[config.mk]
export PLATFORM = sky130hd
export DESIGN_NAME = uvt_tracker
export DESIGN_NICKNAME = d
export VERILOG_FILES = /design/src/rtl/uvt_pkg.sv /design/src/rtl/uvt_victim_sel.sv /design/src/rtl/uvt_state_array.sv /design/src/rtl/uvt_tracker.sv
export SDC_FILE = /design/constraint.sdc
export NUM_CORES = 1
export LEC_CHECK = 0
export BUFFER_PORTS_ARGS = -buffer_cell sky130_fd_sc_hd__buf_2
export CAP_MARGIN = 20
export CORE_MARGIN = 3
export CORE_UTILIZATION = 45
export CTS_CLUSTER_DIAMETER = 80
export DETAILED_ROUTE_END_ITERATION = 8
export GPL_ROUTABILITY_DRIVEN = 0
export PLACE_DENSITY_LB_ADDON = 0.12
export SYNTH_ARGS = -nofsm -noshare
export SYNTH_HDL_FRONTEND = slang
export SYNTH_HIERARCHICAL = 1
export SYNTH_SLANG_ARGS = --single-unit
export TNS_END_PERCENT = 30
[constraint.sdc]
create_clock -name clk -period 4.7 [get_ports clk]
set_clock_uncertainty 0.15 [all_clocks]
set_input_delay 0.94 -clock clk [delete_from_list [all_inputs] [get_ports clk]]
set_output_delay 0.94 -clock clk [all_outputs]
set_load 0.02 [all_outputs]
[src/rtl/uvt_pkg.sv]
package uvt_pkg;
  // Flat position of a line in the state vectors.
  function automatic int lidx(int set_i, int way_i, int ways);
    return set_i * ways + way_i;
  endfunction

  // Way reached by stepping 'step' places upward from 'base', wrapping.
  function automatic int rr_way(int base, int step, int ways);
    return (base + step) % ways;
  endfunction
endpackage

[src/rtl/uvt_victim_sel.sv]
module uvt_victim_sel #(
  parameter int WAYS = 4,
  localparam int WW = $clog2(WAYS)
) (
  input  logic [WAYS-1:0] elig,
  input  logic [WW-1:0]   ptr,
  output logic            found,
  output logic [WW-1:0]   way
);
  always_comb begin
    found = |elig;
    way   = '0;
    // Walk from the farthest candidate back to the pointer; the nearest wins.
    for (int i = WAYS - 1; i >= 0; i--) begin
      if (elig[uvt_pkg::rr_way(int'(ptr), i, WAYS)])
        way = WW'(uvt_pkg::rr_way(int'(ptr), i, WAYS));
    end
  end
endmodule

[src/rtl/uvt_state_array.sv]
module uvt_state_array #(
  parameter int SETS = 4,
  parameter int WAYS = 4,
  localparam int LINES = SETS * WAYS,
  localparam int LW = $clog2(LINES),
  localparam int SW = $clog2(SETS),
  localparam int WW = $clog2(WAYS)
) (
  input  logic              clk,
  input  logic              rst_n,
  input  logic              do_wr,
  input  logic [LW-1:0]     wr_idx,
  input  logic              do_fill,
  input  logic [LW-1:0]     fill_idx,
  input  logic              fill_c2c,
  input  logic              fill_unv,
  input  logic              do_evict,
  input  logic [LW-1:0]     ev_idx,
  input  logic [SW-1:0]     ev_set,
  input  logic [WW-1:0]     ev_next_ptr,
  input  logic              bulk_release,
  input  logic              bulk_squash,
  output logic [LINES-1:0]  valid_flat,
  output logic [LINES-1:0]  dirty_flat,
  output logic [LINES-1:0]  unv_flat,
  output logic [LINES-1:0]  c2c_flat,
  output logic [SETS*WW-1:0] ptr_flat
);
  logic [LINES-1:0] v_q, d_q, u_q, c_q;
  logic [SETS*WW-1:0] p_q;

  always_ff @(posedge clk) begin
    if (!rst_n) begin
      v_q <= '0; d_q <= '0; u_q <= '0; c_q <= '0; p_q <= '0;
    end else if (bulk_squash) begin
      v_q <= v_q & ~u_q;
      d_q <= d_q & ~u_q;
      c_q <= c_q & ~u_q;
      u_q <= '0;
    end else if (bulk_release) begin
      u_q <= '0;
      c_q <= '0;
    end else begin
      // Later updates override earlier ones on the same line.
      if (do_evict) begin
        v_q[ev_idx] <= 1'b0;
        d_q[ev_idx] <= 1'b0;
        c_q[ev_idx] <= 1'b0;
        p_q[int'(ev_set)*WW +: WW] <= ev_next_ptr;
      end
      if (do_fill) begin
        v_q[fill_idx] <= 1'b1;
        d_q[fill_idx] <= fill_unv;
        u_q[fill_idx] <= fill_unv;
        c_q[fill_idx] <= fill_c2c;
      end
      if (do_wr) begin
        u_q[wr_idx] <= 1'b1;
        d_q[wr_idx] <= 1'b1;
      end
    end
  end

  assign valid_flat = v_q;
  assign dirty_flat = d_q;
  assign unv_flat   = u_q;
  assign c2c_flat   = c_q;
  assign ptr_flat   = p_q;

  // a peer-sourced mark never outlives the line it belongs to
  a_r6_c2c_within_valid: assert property (@(posedge clk) disable iff (!rst_n)
    (c_q & ~v_q) == '0)
    else $error("peer-sourced bit on an invalid line");
endmodule

[src/rtl/uvt_tracker.sv]
module uvt_tracker #(
  parameter int SETS = 4,
  parameter int WAYS = 4,
  localparam int LINES = SETS * WAYS,
  localparam int LW = $clog2(LINES),
  localparam int SW = $clog2(SETS),
  localparam int WW = $clog2(WAYS)
) (
  input  logic             clk,
  input  logic             rst_n,
  input  logic             wr_hit,
  input  logic [SW-1:0]    wr_set,
  input  logic [WW-1:0]    wr_way,
  output logic             wb_force,
  input  logic             fill_vld,
  input  logic [SW-1:0]    fill_set,
  input  logic [WW-1:0]    fill_way,
  input  logic             fill_c2c,
  input  logic             fill_unv,
  input  logic             evict_req,
  input  logic [SW-1:0]    evict_set,
  output logic             evict_grant,
  output logic [WW-1:0]    evict_way,
  output logic             evict_wb,
  output logic             sync_req,
  input  logic             fp_match,
  input  logic             fp_mismatch,
  output logic             inval_vld,
  output logic [LINES-1:0] inval_map,
  input  logic [SW-1:0]    ld_set,
  input  logic [WW-1:0]    ld_way,
  output logic             ld_unv,
  output logic             ld_c2c
);
  // Named internal events
  logic             bulk_evt;
  logic [LW-1:0]    wr_idx, fill_idx, ev_idx, ld_idx;
  logic [LINES-1:0] valid_flat, dirty_flat, unv_flat, c2c_flat;
  logic [SETS*WW-1:0] ptr_flat;
  logic [WW-1:0]    set_ptr, victim_way;
  logic [WAYS-1:0]  elig;
  logic             victim_found;
  logic             wr_go, fill_go, evict_go;

  assign bulk_evt = fp_match | fp_mismatch;
  assign wr_idx   = LW'(uvt_pkg::lidx(int'(wr_set), int'(wr_way), WAYS));
  assign fill_idx = LW'(uvt_pkg::lidx(int'(fill_set), int'(fill_way), WAYS));
  assign ld_idx   = LW'(uvt_pkg::lidx(int'(ld_set), int'(ld_way), WAYS));
  assign ev_idx   = LW'(uvt_pkg::lidx(int'(evict_set), int'(victim_way), WAYS));
  assign set_ptr  = ptr_flat[int'(evict_set)*WW +: WW];

  // A way may be replaced only when it is not locked.
  for (genvar w = 0; w < WAYS; w++) begin : g_elig
    assign elig[w] = ~unv_flat[uvt_pkg::lidx(int'(evict_set), w, WAYS)];
  end

  uvt_victim_sel #(.WAYS(WAYS)) u_sel (
    .elig  (elig),
    .ptr   (set_ptr),
    .found (victim_found),
    .way   (victim_way)
  );

  assign wr_go    = wr_hit & ~bulk_evt;
  assign fill_go  = fill_vld & ~bulk_evt;
  assign evict_go = evict_req & ~bulk_evt & victim_found;

  assign wb_force    = wr_go & valid_flat[wr_idx] & dirty_flat[wr_idx] & ~unv_flat[wr_idx];
  assign evict_grant = evict_go;
  assign evict_way   = victim_way;
  assign evict_wb    = evict_go & valid_flat[ev_idx] & dirty_flat[ev_idx];
  assign sync_req    = evict_req & ~bulk_evt & ~victim_found;
  assign inval_vld   = fp_mismatch;
  assign inval_map   = fp_mismatch ? unv_flat : '0;
  assign ld_unv      = unv_flat[ld_idx];
  assign ld_c2c      = c2c_flat[ld_idx];

  uvt_state_array #(.SETS(SETS), .WAYS(WAYS)) u_state (
    .clk          (clk),
    .rst_n        (rst_n),
    .do_wr        (wr_go),
    .wr_idx       (wr_idx),
    .do_fill      (fill_go),
    .fill_idx     (fill_idx),
    .fill_c2c     (fill_c2c),
    .fill_unv     (fill_unv),
    .do_evict     (evict_go),
    .ev_idx       (ev_idx),
    .ev_set       (evict_set),
    .ev_next_ptr  (victim_way + WW'(1)),
    .bulk_release (fp_match),
    .bulk_squash  (fp_mismatch),
    .valid_flat   (valid_flat),
    .dirty_flat   (dirty_flat),
    .unv_flat     (unv_flat),
    .c2c_flat     (c2c_flat),
    .ptr_flat     (ptr_flat)
  );

  // an accepted write leaves its line locked
  a_r1_write_locks: assert property (@(posedge clk) disable iff (!rst_n)
    wr_go |=> unv_flat[$past(wr_idx)])
    else $error("written line not locked");

  // a forced write-back only accompanies a write hit
  a_r2_force_needs_write: assert property (@(posedge clk) disable iff (!rst_n)
    wb_force |-> (wr_hit && !bulk_evt))
    else $error("forced write-back without write");

  // the chosen victim is never a locked way
  a_r3_victim_unlocked: assert property (@(posedge clk) disable iff (!rst_n)
    evict_grant |-> !unv_flat[ev_idx])
    else $error("locked way granted for eviction");

  // a match leaves no line locked or peer-sourced
  a_r7_match_releases: assert property (@(posedge clk) disable iff (!rst_n)
    fp_match |=> (unv_flat == '0 && c2c_flat == '0))
    else $error("lock survived a match");

  // a mismatch drops every line that was locked
  a_r8_mismatch_squashes: assert property (@(posedge clk) disable iff (!rst_n)
    fp_mismatch |=> (unv_flat == '0 && (valid_flat & $past(unv_flat)) == '0))
    else $error("locked line survived a mismatch");
endmodule

Word level (Yosys, flattened, before mapping)
Index checks and enable logic that the tools add are counted.
{"block": "totals", "regBits": 72, "inputBits": 23, "output_inout_bits": 25}
{"block": "classes", "n_addsub": 12, "n_lt_le_gt_ge": 15, "eq_ne": 1, "shift": 3, "n_mux": 81, "bitwise": 35, "reduce_logical": 9}
{"cell": "16-bit 2-to-1 mux", "count": 31}
{"cell": "16-bit bitwise AND", "count": 6}
{"cell": "16-bit bitwise mux", "count": 3}
{"cell": "16-bit bitwise OR", "count": 3}
{"cell": "1-bit binary-select mux with 4-bit select", "count": 10}
{"cell": "3-bit negation with 33-bit output", "count": 1}
{"cell": "2-bit by 33-bit variable shift with 8-bit output (first input constant)", "count": 1}
{"cell": "2-bit by 33-bit variable part select with 8-bit output", "count": 1}
{"cell": "16-bit NOT", "count": 2}
{"cell": "4-bit by 5-bit < comparator with 1-bit output (second input constant)", "count": 5}
{"cell": "1-bit 2-to-1 mux", "count": 24}
{"cell": "4-bit by 2-bit adder with 4-bit output", "count": 4}
{"cell": "5-bit < comparator (second input constant)", "count": 3}
{"cell": "1-bit demux with 4-bit select", "count": 3}
{"cell": "4-bit by 1-bit greater-or-equal comparator with 1-bit output (second input constant)", "count": 3}
{"cell": "3-bit by 4-bit < comparator with 1-bit output (second input constant)", "count": 3}
{"cell": "4-bit by 2-bit adder with 5-bit output (second input constant)", "count": 2}
{"cell": "1-bit bitwise AND", "count": 10}
{"cell": "1-bit binary-select mux with 2-bit select", "count": 5}
{"cell": "1-bit NOT", "count": 10}
{"cell": "8-bit bitwise mux", "count": 1}
{"cell": "2-bit 2-to-1 mux", "count": 4}
{"cell": "8-bit by 4-bit variable part select with 2-bit output", "count": 1}
{"cell": "2-bit OR reduction", "count": 3}
{"cell": "11 further kinds", "count": 17}

Depth between registers and ports, before layout
Gate-level depths: netlist of the first run.
{"block": "depth", "ltp_word": 32, "mapped_depth": 12}

By module
The synthesis of the first run kept the hierarchy.
{"mod": "uvt_state_array", "instances": 1, "cells_each": 461, "area_each_um2": 3633.5, "seq_area_each_um2": 1441.4}
{"mod": "uvt_tracker", "instances": 1, "cells_each": 111, "area_each_um2": 975.9, "seq_area_each_um2": 0.0}
{"mod": "uvt_victim_sel", "instances": 1, "cells_each": 13, "area_each_um2": 77.6, "seq_area_each_um2": 0.0}

Worst setup path after synthesis of the first run
OpenSTA, ideal clock, no wires.
{"block": "synth_timing", "path_type": "input-to-output", "from": "input port evict_set[0]", "to": "output port evict_wb", "arrival_time_ns": 3.759, "required_ns": 3.610, "setup_slack_ns": -0.149, "cell_stages": 10, "path_cell_list": "clkbuf_1 > mux4_2 > nor3b_1 > a211oi_1 > nor2_1 > clkbuf_1 > nand3_1 > o2111ai_1 > o311ai_0 > o32ai_1"}
{"block": "synth_between", "word_cells_on_any_way": 46, "cone_classes": "add/sub: 7; shift: 1; mux: 30; bitwise: 7; reduce/logical: 1"}
{"element": "from (decl)", "line": "uvt_tracker.sv:21", "text": "input logic [SW-1:0] evict_set,"}
{"element": "8-bit by 4-bit variable part select with 2-bit output (*)", "line": "uvt_tracker.sv:50", "text": "assign set_ptr = ptr_flat[int'(evict_set)*WW +: WW];"}
{"element": "net set_ptr[1]", "line": "uvt_tracker.sv:40", "text": "logic [WW-1:0] set_ptr, victim_way;"}
{"element": "2-bit adder", "line": "uvt_pkg.sv:9", "text": "return (base + step) % ways;"}
{"element": "1-bit binary-select mux with 2-bit select", "line": "uvt_victim_sel.sv:15", "text": "if (elig[uvt_pkg::rr_way(int'(ptr), i, WAYS)])"}
{"element": "1-bit 2-to-1 mux (not written as such) (2 in a row)", "line": "uvt_victim_sel.sv:15"}
{"element": "2-bit 2-to-1 mux (3 in a row)", "line": "uvt_victim_sel.sv:15"}
{"element": "2-bit 2-to-1 mux (*)", "line": "uvt_victim_sel.sv:15"}
{"element": "net evict_way[1]", "line": "uvt_tracker.sv:23", "text": "output logic [WW-1:0] evict_way,"}
{"element": "4-bit by 2-bit adder with 4-bit output (*)", "line": "uvt_pkg.sv:4", "text": "return set_i * ways + way_i;"}
{"element": "1-bit binary-select mux with 4-bit select", "line": "uvt_tracker.sv:71", "text": "assign evict_wb = evict_go & valid_flat[ev_idx] & dirty_flat[ev_idx];"}
{"element": "1-bit 2-to-1 mux (not written as such)", "line": "uvt_tracker.sv:71"}
{"element": "1-bit bitwise AND", "line": "uvt_tracker.sv:71"}
{"element": "1-bit bitwise AND (*)", "line": "uvt_tracker.sv:71"}
{"element": "to (decl)", "line": "uvt_tracker.sv:24", "text": "output logic evict_wb,"}
The timed path passes the listed nets; every way through them passes the cells marked *. The select of a mux whose other input is x is not followed.

Worst setup path in the final report of the first run
{"block": "layout_timing", "from": "input port evict_set[0]", "to": "output port evict_wb"}
{"block": "layout_between", "word_cells_on_any_way": 46, "cone_classes": "add/sub: 7; shift: 1; mux: 30; bitwise: 7; reduce/logical: 1"}
{"element": "8-bit by 4-bit variable part select with 2-bit output (*)", "line": "uvt_tracker.sv:50"}
{"element": "net set_ptr[1]", "line": "uvt_tracker.sv:40"}
{"element": "2-bit adder", "line": "uvt_pkg.sv:9"}
{"element": "1-bit binary-select mux with 2-bit select", "line": "uvt_victim_sel.sv:15"}
{"element": "1-bit 2-to-1 mux (not written as such) (2 in a row)", "line": "uvt_victim_sel.sv:15"}
{"element": "2-bit 2-to-1 mux (3 in a row)", "line": "uvt_victim_sel.sv:15"}
{"element": "2-bit 2-to-1 mux (*)", "line": "uvt_victim_sel.sv:15"}
{"element": "4-bit by 2-bit adder with 4-bit output (*)", "line": "uvt_pkg.sv:4"}
{"element": "1-bit binary-select mux with 4-bit select", "line": "uvt_tracker.sv:71"}
{"element": "1-bit 2-to-1 mux (not written as such)", "line": "uvt_tracker.sv:71"}
{"element": "1-bit bitwise AND", "line": "uvt_tracker.sv:71"}
{"element": "1-bit bitwise AND (*)", "line": "uvt_tracker.sv:71"}
Marked as above.

==> flow_metrics.py, run 1 <==
metrics = {
    "outcome": {
        "status": "complete, no violations",
    },
    "yosys": {
        "synth_cells": 585,
        "synth.distinct_cells": 57,
        "post-synth-top-count-cell": "nand2_1",
        "synth_common_cells": "nand2_1, dfxtp_1, nand3_1",
        "ys_seq_area_share_pct": 30.8,
        "syn_area_per_cell_sq_um": 8.01,
        "async_reset_ff_share_pct": 0,
        "ys.flop_type": "dfxtp_1",
        "ys_ff_latch": 72,
        "syn_area_sq_mm": 0.00469,
        "yosysWarnings": 6,
        "syn-num-nets": 613,
        "yosysTopAreaCell": "dfxtp_1",
        "synth_edf_count": 0,
        "yosysTopAreaCellShare_pct": 30.8,
        "synth_top_cells_by_area": "dfxtp_1, nand2_1, nand3_1",
    },
    "grt": {
        "track_usage_pct": 27.4,
        "grt_max_degree": 46,
        "grt_pass1_vias": 4385,
        "antenna_found_initial": 0,
        "grt_pass1_wl_mm": 24.6,
        "grt_overflow_total": 0,
    },
    "floorplan": {
        "rows": 36,
        "initial_core_util_pct": 47.1,
        "core_area_sq_mm": 0.00995,
        "num_io_pins": 48,
        "dieWidth_um": 108,
        "die_area_sq_mm": 0.0117,
        "fp.dieH_um": 108,
    },
    "placement": {
        "dp_hpwl_mm": 11.4,
        "portBuffers": 47,
        "pre_cts_ws_ns": 0.100,
        "place_area_sq_mm": 0.00499,
    },
    "final_layout": {
        "drive_above_1_share_pct": 16.0,
        "area_delta_synth_final_pct": 11.2,
        "antenna_cells": 0,
        "nNetsFinal": 642,
        "fin_area_sq_mm": 0.00521,
    },
    "worst_setup_path": {
        "slowest_stage": "mux4_2",
        "r2r-start": "u_state/unv_flat[15]$_SDFF_PP0_",
        "critical_path_required_ns": 3.61,
        "reg2regPathDepth": 9,
        "path_cells": "buf_2 > mux4_2 > nor3b_1 > a211oi_2 > nor2_4 > and3b_1 > a311o_1 > o311ai_0 > o32ai_1 > buf_2",
        "start_kind": "input port",
        "timing.rr.end": "u_state/c2c_flat[15]$_SDFF_PN0_",
        "crit_arrival_ns": 3.45,
        "cp_max_fo": 19,
        "cp-end-kind": "primary output",
        "crit_top_cell": "buf_2",
        "path_class": "in -> out",
        "critPathMaxStageDelay_ns": 0.61,
        "ff2ff_setup_slack_ns": 1.58,
    },
    "worst_hold_path": {
        "whs_endpoint": "u_state/dirty_flat[6]$_SDFFE_PN0P_",
        "hold_depth": 2,
        "min-delay-start": "u_state/dirty_flat[6]$_SDFFE_PN0P_",
        "hp-class": "reg -> reg",
    },
    "power": {
        "switching_share_pct": 26.8,
        "p_clk_share_pct": 41.7,
        "internal_power_mw": 0.944,
        "power_density_mw_per_mm2": 248,
        "share_comb_of_total_power_pct": 10.9,
        "p_switching_mw": 0.346,
        "pwr-share-seq_pct": 47.4,
        "power.leakage_nw": 1.93,
        "ir_drop_mv": 0.112,
    },
    "clocking": {
        "clk_latency_ns": 0.36,
        "root_buffer": "clkbuf_8",
        "cts.sinks": 72,
        "cts_hold_buf": 0,
        "tritoncts": "built",
        "cts_buffer_depth": 2,
        "htree_levels": 3,
        "clkTransAtPathRegs_ns": 0.08,
        "cts_buffers": 9,
    },
    "sta": {
        "max_freq_mhz": 220,
        "finalSetupViolCount": 0,
        "min_period_over_period_pct": 96.6,
        "worst_pin_slew_ns": 0.868,
        "period_needed_ns": 4.54,
        "slew_viol_final": 0,
        "hold_viol": 0,
        "holdWs_ns": 0.324,
        "slew_headroom_pct": 42.2,
        "layout_setup_ws_ns": 0.160,
    },
    "route": {
        "avgViaCountPerCell": 6.37,
        "drt_iter0_drc": 465,
        "wl_per_cell_um": 21.2,
        "antenna_left": 0,
        "via_count": 4792,
        "totalWireLength_mm": 15.9,
        "drc": 0,
        "first_pass_iters": 7,
    },
    "flow_run": {
        "maxCapViolCount": 0,
    },
}
-- layer usage --
layer,share of wire [%],vias to the layer above,GRT usage [%]
li1,-,2221,-
met1,45,2284,38.5
met2,44,245,42.0
met3,8.4,42,4.84
met4,3.2,0,10.7
met5,0,-,0
-- metrics by stage --
| step | instances | util, % | TNS, ns | power (mW) |
|---|---|---|---|---|
| after detailed placement | 736 | 50.1 | 0 | 0.763 |
| final | 752 | 52.4 | 0 | 1.29 |
| after global placement | 736 | 50.1 | 0 | 0.760 |
| after global routing | 752 | 52.4 | -0.0472 | 1.33 |
| after CTS | 752 | 52.3 | 0 | 1.29 |
| after floorplan | 585 | - | 0 | 0.722 |
-- how the worst max path moves through the flow --
| stage | startpoint | cells past startpoint | slack, ns | endpoint |
|---|---|---|---|---|
| 6_report | evict_set[0] | 10 | 0.16 | evict_wb |
| 5_1_grt | evict_set[0] | 10 | -0.05 | evict_wb |
| 4_1_cts | evict_set[0] | 10 | 0.09 | evict_wb |
| 3_5_place_dp | evict_set[0] | 10 | 0.10 | evict_wb |
| 3_3_place_gp | evict_set[0] | 10 | 0.17 | evict_wb |
| 2_1_floorplan | evict_set[0] | 8 | 0.04 | evict_wb |
-- logic make-up after synthesis --
logic type / share of synthesized area [%]
AOI/OAI and AO/OA: 22.3
muxes: 8.38
and+or+nand+nor: 31.5
buffers and inverters: 5.58
adders and majority gates: 1.33
xor gates and xnor gates: 0.187
DFF: 30.8
-- worst max-delay path, delay by kind of cell --
kind	cells	cell delay, ns
AO/OA/AOI/OAI	4	0.64
buffers and inverters	2	0.42
multiplexers	1	0.61
AND/OR/NAND/NOR	3	0.84
-- timing repair --
item	4_1_cts	5_1_grt
hold endpoints to repair	0	0
buffers inserted	0	0
endpoints found under the setup margin	0	1
gates resized for setup	0	2
-- final cells by class --
class	instances	area, sq um
fillers	983	4740
well taps	133	166
clock buffers	13	169
inverters	8	30.0
flip-flops and latches	72	1440
clock inverters	3	46.3
multi-input cells	460	3000
repair buffers	63	355
-- state kept, by name, indices dropped and copies added (netlist names) --
register and cells:
u_state/ptr_flat 8, u_state/unv_flat 16, u_state/dirty_flat 16, u_state/c2c_flat 16, u_state/valid_flat 16
-- power groups by stage --
stage	registers (mW)	logic, mW	clock network [mW]
after global routing	0.612	0.150	0.568
after detailed placement	0.626	0.137	0
after global placement	0.626	0.134	0
after CTS	0.611	0.137	0.544
after floorplan	0.625	0.0961	0
final	0.611	0.140	0.539
-- cells in the final DEF, fill, tap and decap left out, types with 10 or more instances in the layout --
cell      instances
buf_2            47
a21boi_0         13
dfxtp_1          72
nand2_1          96
and2_1           24
o21ai_1          24
clkbuf_8         12
buf_4            16
o22ai_1          20
nand3_1          48
o211ai_1         13
a21boi_1         12
mux4_2           10
nand3b_1         20
a21oi_1          31
nand4_1          17
nor2_1           15
o21ai_0          27
(Power assumes the default switching activity.)
==> inputs of run 2 (changes only) <==
--- a/config.mk
+++ b/config.mk
@@ -15,6 +15,5 @@
 export PLACE_DENSITY_LB_ADDON = 0.12
 export SYNTH_ARGS = -nofsm -noshare
 export SYNTH_HDL_FRONTEND = slang
-export SYNTH_HIERARCHICAL = 1
 export SYNTH_SLANG_ARGS = --single-unit
 export TNS_END_PERCENT = 30
==> run 2 against run 1 <==
  * Total power is 2.2% lower
  * Die area is 2.3% lower
  * Worst setup slack worse by 0.021 ns
  * Critical endpoint unchanged
  * Largest cell class unchanged
==> flow_metrics.py, run 2 <==
metrics = {
    "clocking": {
        "cts_hold_buf": 0,
        "cts.sinks": 72,
        "tritoncts": "built",
        "cts_buffers": 9,
        "clkTransAtPathRegs_ns": 0.07,
        "root_buffer": "clkbuf_8",
        "cts_buffer_depth": 2,
        "htree_levels": 3,
        "clk_latency_ns": 0.37,
    },
    "yosys": {
        "syn_area_per_cell_sq_um": 8.19,
        "yosysWarnings": 0,
        "ys_ff_latch": 72,
        "syn-num-nets": 589,
        "synth_common_cells": "nand2_1, dfxtp_1, nor2_1",
        "synth_edf_count": 0,
        "synth_top_cells_by_area": "dfxtp_1, mux4_2, nand2_1",
        "syn_area_sq_mm": 0.00457,
        "async_reset_ff_share_pct": 0,
        "ys.flop_type": "dfxtp_1",
        "post-synth-top-count-cell": "nand2_1",
        "ys_seq_area_share_pct": 31.5,
        "synth.distinct_cells": 58,
        "yosysTopAreaCell": "dfxtp_1",
        "synth_cells": 558,
        "yosysTopAreaCellShare_pct": 31.5,
    },
    "sta": {
        "rsz0062_at_grt": "false",
        "max_freq_mhz": 219,
        "finalSetupViolCount": 0,
        "min_period_over_period_pct": 97.0,
        "holdWs_ns": 0.321,
        "slew_headroom_pct": 39.1,
        "hold_viol": 0,
        "period_needed_ns": 4.56,
        "worst_pin_slew_ns": 0.914,
        "slew_viol_final": 0,
    },
    "final_layout": {
        "drive_above_1_share_pct": 17.7,
        "area_delta_synth_final_pct": 12.2,
        "layout_common_cells": "nand2_1, dfxtp_1, buf_2",
        "antenna_cells": 0,
        "final_common_cell": "nand2_1",
        "nNetsFinal": 627,
        "fin_util_pct": 52.3,
    },
    "grt": {
        "grt_overflow_total": 0,
        "track_usage_pct": 29.1,
        "grt_pass1_vias": 4396,
        "grt_max_degree": 29,
        "antenna_found_initial": 0,
        "grt_pass1_wl_mm": 24.9,
    },
    "worst_setup_path": {
        "reg2regPathDepth": 8,
        "crit_arrival_ns": 3.47,
        "critical_path_required_ns": 3.61,
        "path_class": "in -> out",
        "cp-end-kind": "primary output",
        "cp_max_fo": 11,
        "start_kind": "input port",
    },
    "floorplan": {
        "die_area_sq_mm": 0.0114,
        "num_io_pins": 48,
        "dieWidth_um": 107,
        "fp.dieH_um": 107,
        "core_area_sq_mm": 0.00982,
        "rows": 36,
        "initial_core_util_pct": 46.6,
    },
    "flow_run": {
        "maxCapViolCount": 0,
    },
    "power": {
        "power_density_mw_per_mm2": 246,
        "power.leakage_nw": 1.81,
        "ir_drop_mv": 0.102,
    },
    "worst_hold_path": {
        "hp-class": "reg -> reg",
        "hold_depth": 1,
    },
    "route": {
        "avgViaCountPerCell": 6.49,
        "antenna_left": 0,
        "drc": 0,
        "wl_per_cell_um": 22.8,
        "drt_iter0_drc": 498,
        "totalWireLength_mm": 16.7,
        "via_count": 4757,
        "first_pass_iters": 6,
    },
    "placement": {
        "portBuffers": 47,
        "dp_hpwl_mm": 12.2,
    },
    "outcome": {
        "status": "complete, no violations",
    },
}
run 2: cell types whose count changed in the layout (fill, tap and decap cells not counted), moves of 11 or more:
cell,delta
mux4_2,+11
o21ai_0,+11
a31oi_1,+17
nand3b_1,-13
o21ai_1,-24
inv_1,+20
a21boi_1,-12
nand4_1,-12
nor2_1,+27
nand2_1,-22
o32ai_1,+15
nand3_1,-35
run 2: repair_timing:
| action | CTS | global route |
|---|---|---|
| buffers inserted | 0 | 3 |
| gates resized for setup | 2 | 2 |
| setup endpoints to repair | 1 | 1 |
run 2: final cells by class:
cell class,instances,area [sq um]
Clock buffer,13,159
Clock inverter,2,38.8
Fill cell,986,4690
Inverter,29,109
Multi-Input combinational cell,423,2870
Sequential cell,72,1440
Tap cell,133,166
Timing Repair Buffer,61,343
run 2: path summary, 6_finish.rpt:
| path | endpoint | slack [ns] | startpoint |
|---|---|---|---|
| hold reg to reg | u_state.c2c_flat[2]$_SDFF_PN0_ | 0.32 | u_state.c2c_flat[2]$_SDFF_PN0_ |
| hold / removal | u_state.c2c_flat[2]$_SDFF_PN0_ | 0.32 | u_state.c2c_flat[2]$_SDFF_PN0_ |
| setup / recovery | evict_wb | 0.14 | evict_set[0] |
| setup reg to reg | u_state.c2c_flat[2]$_SDFF_PN0_ | 1.72 | u_state.unv_flat[11]$_SDFF_PP0_ |
run 2: cells by family after synthesis:
kind of cell,Yosys count,synth area share (%)
AND/OR/NAND/NOR,206,22.4
adder cells (fa/ha/maj),8,2.19
AO/OA/AOI/OAI,184,26.9
multiplexers,25,11.3
flip-flops,72,31.5
buffers and inverters,63,5.75
run 2: routing by layer:
metal  track usage, %  vias to the layer above  share of wire, %
li1                 -                     2153                 -
met1             39.0                     2224                41
met2             43.6                      322                44
met3             6.26                       58                10
met4             15.9                        0               4.9
met5                0                        -                 0
run 2: metrics by stage:
step,std cells,worst slack [ns],power (mW),setup TNS (ns),cell area [sq um]
after floorplan,558,0.313,0.708,0,4570
final,733,0.139,1.26,0,5130
after CTS,730,0.0537,1.26,0,5100
after global routing,733,0.0185,1.29,0,5130
after global placement,715,0.0539,0.751,0,4900
after detailed placement,715,-0.0576,0.751,-0.0576,4900
run 2: critical path, cell delays in order:
cell and delay (ns):
clkbuf_4 0.21, mux4_2 0.60, mux2_2 0.27, o32a_1 0.23, nand2_2 0.14, inv_2 0.16
a311oi_1 0.14, o32a_1 0.36, o22ai_1 0.22, buf_2 0.20
run 2: power by group:
part	leakage [nW]	internal (mW)	total, mW	switching (mW)
clock network	0.0997	0.273	0.521	0.248
logic	1.13	0.0413	0.128	0.0867
registers	0.580	0.611	0.614	0.00219
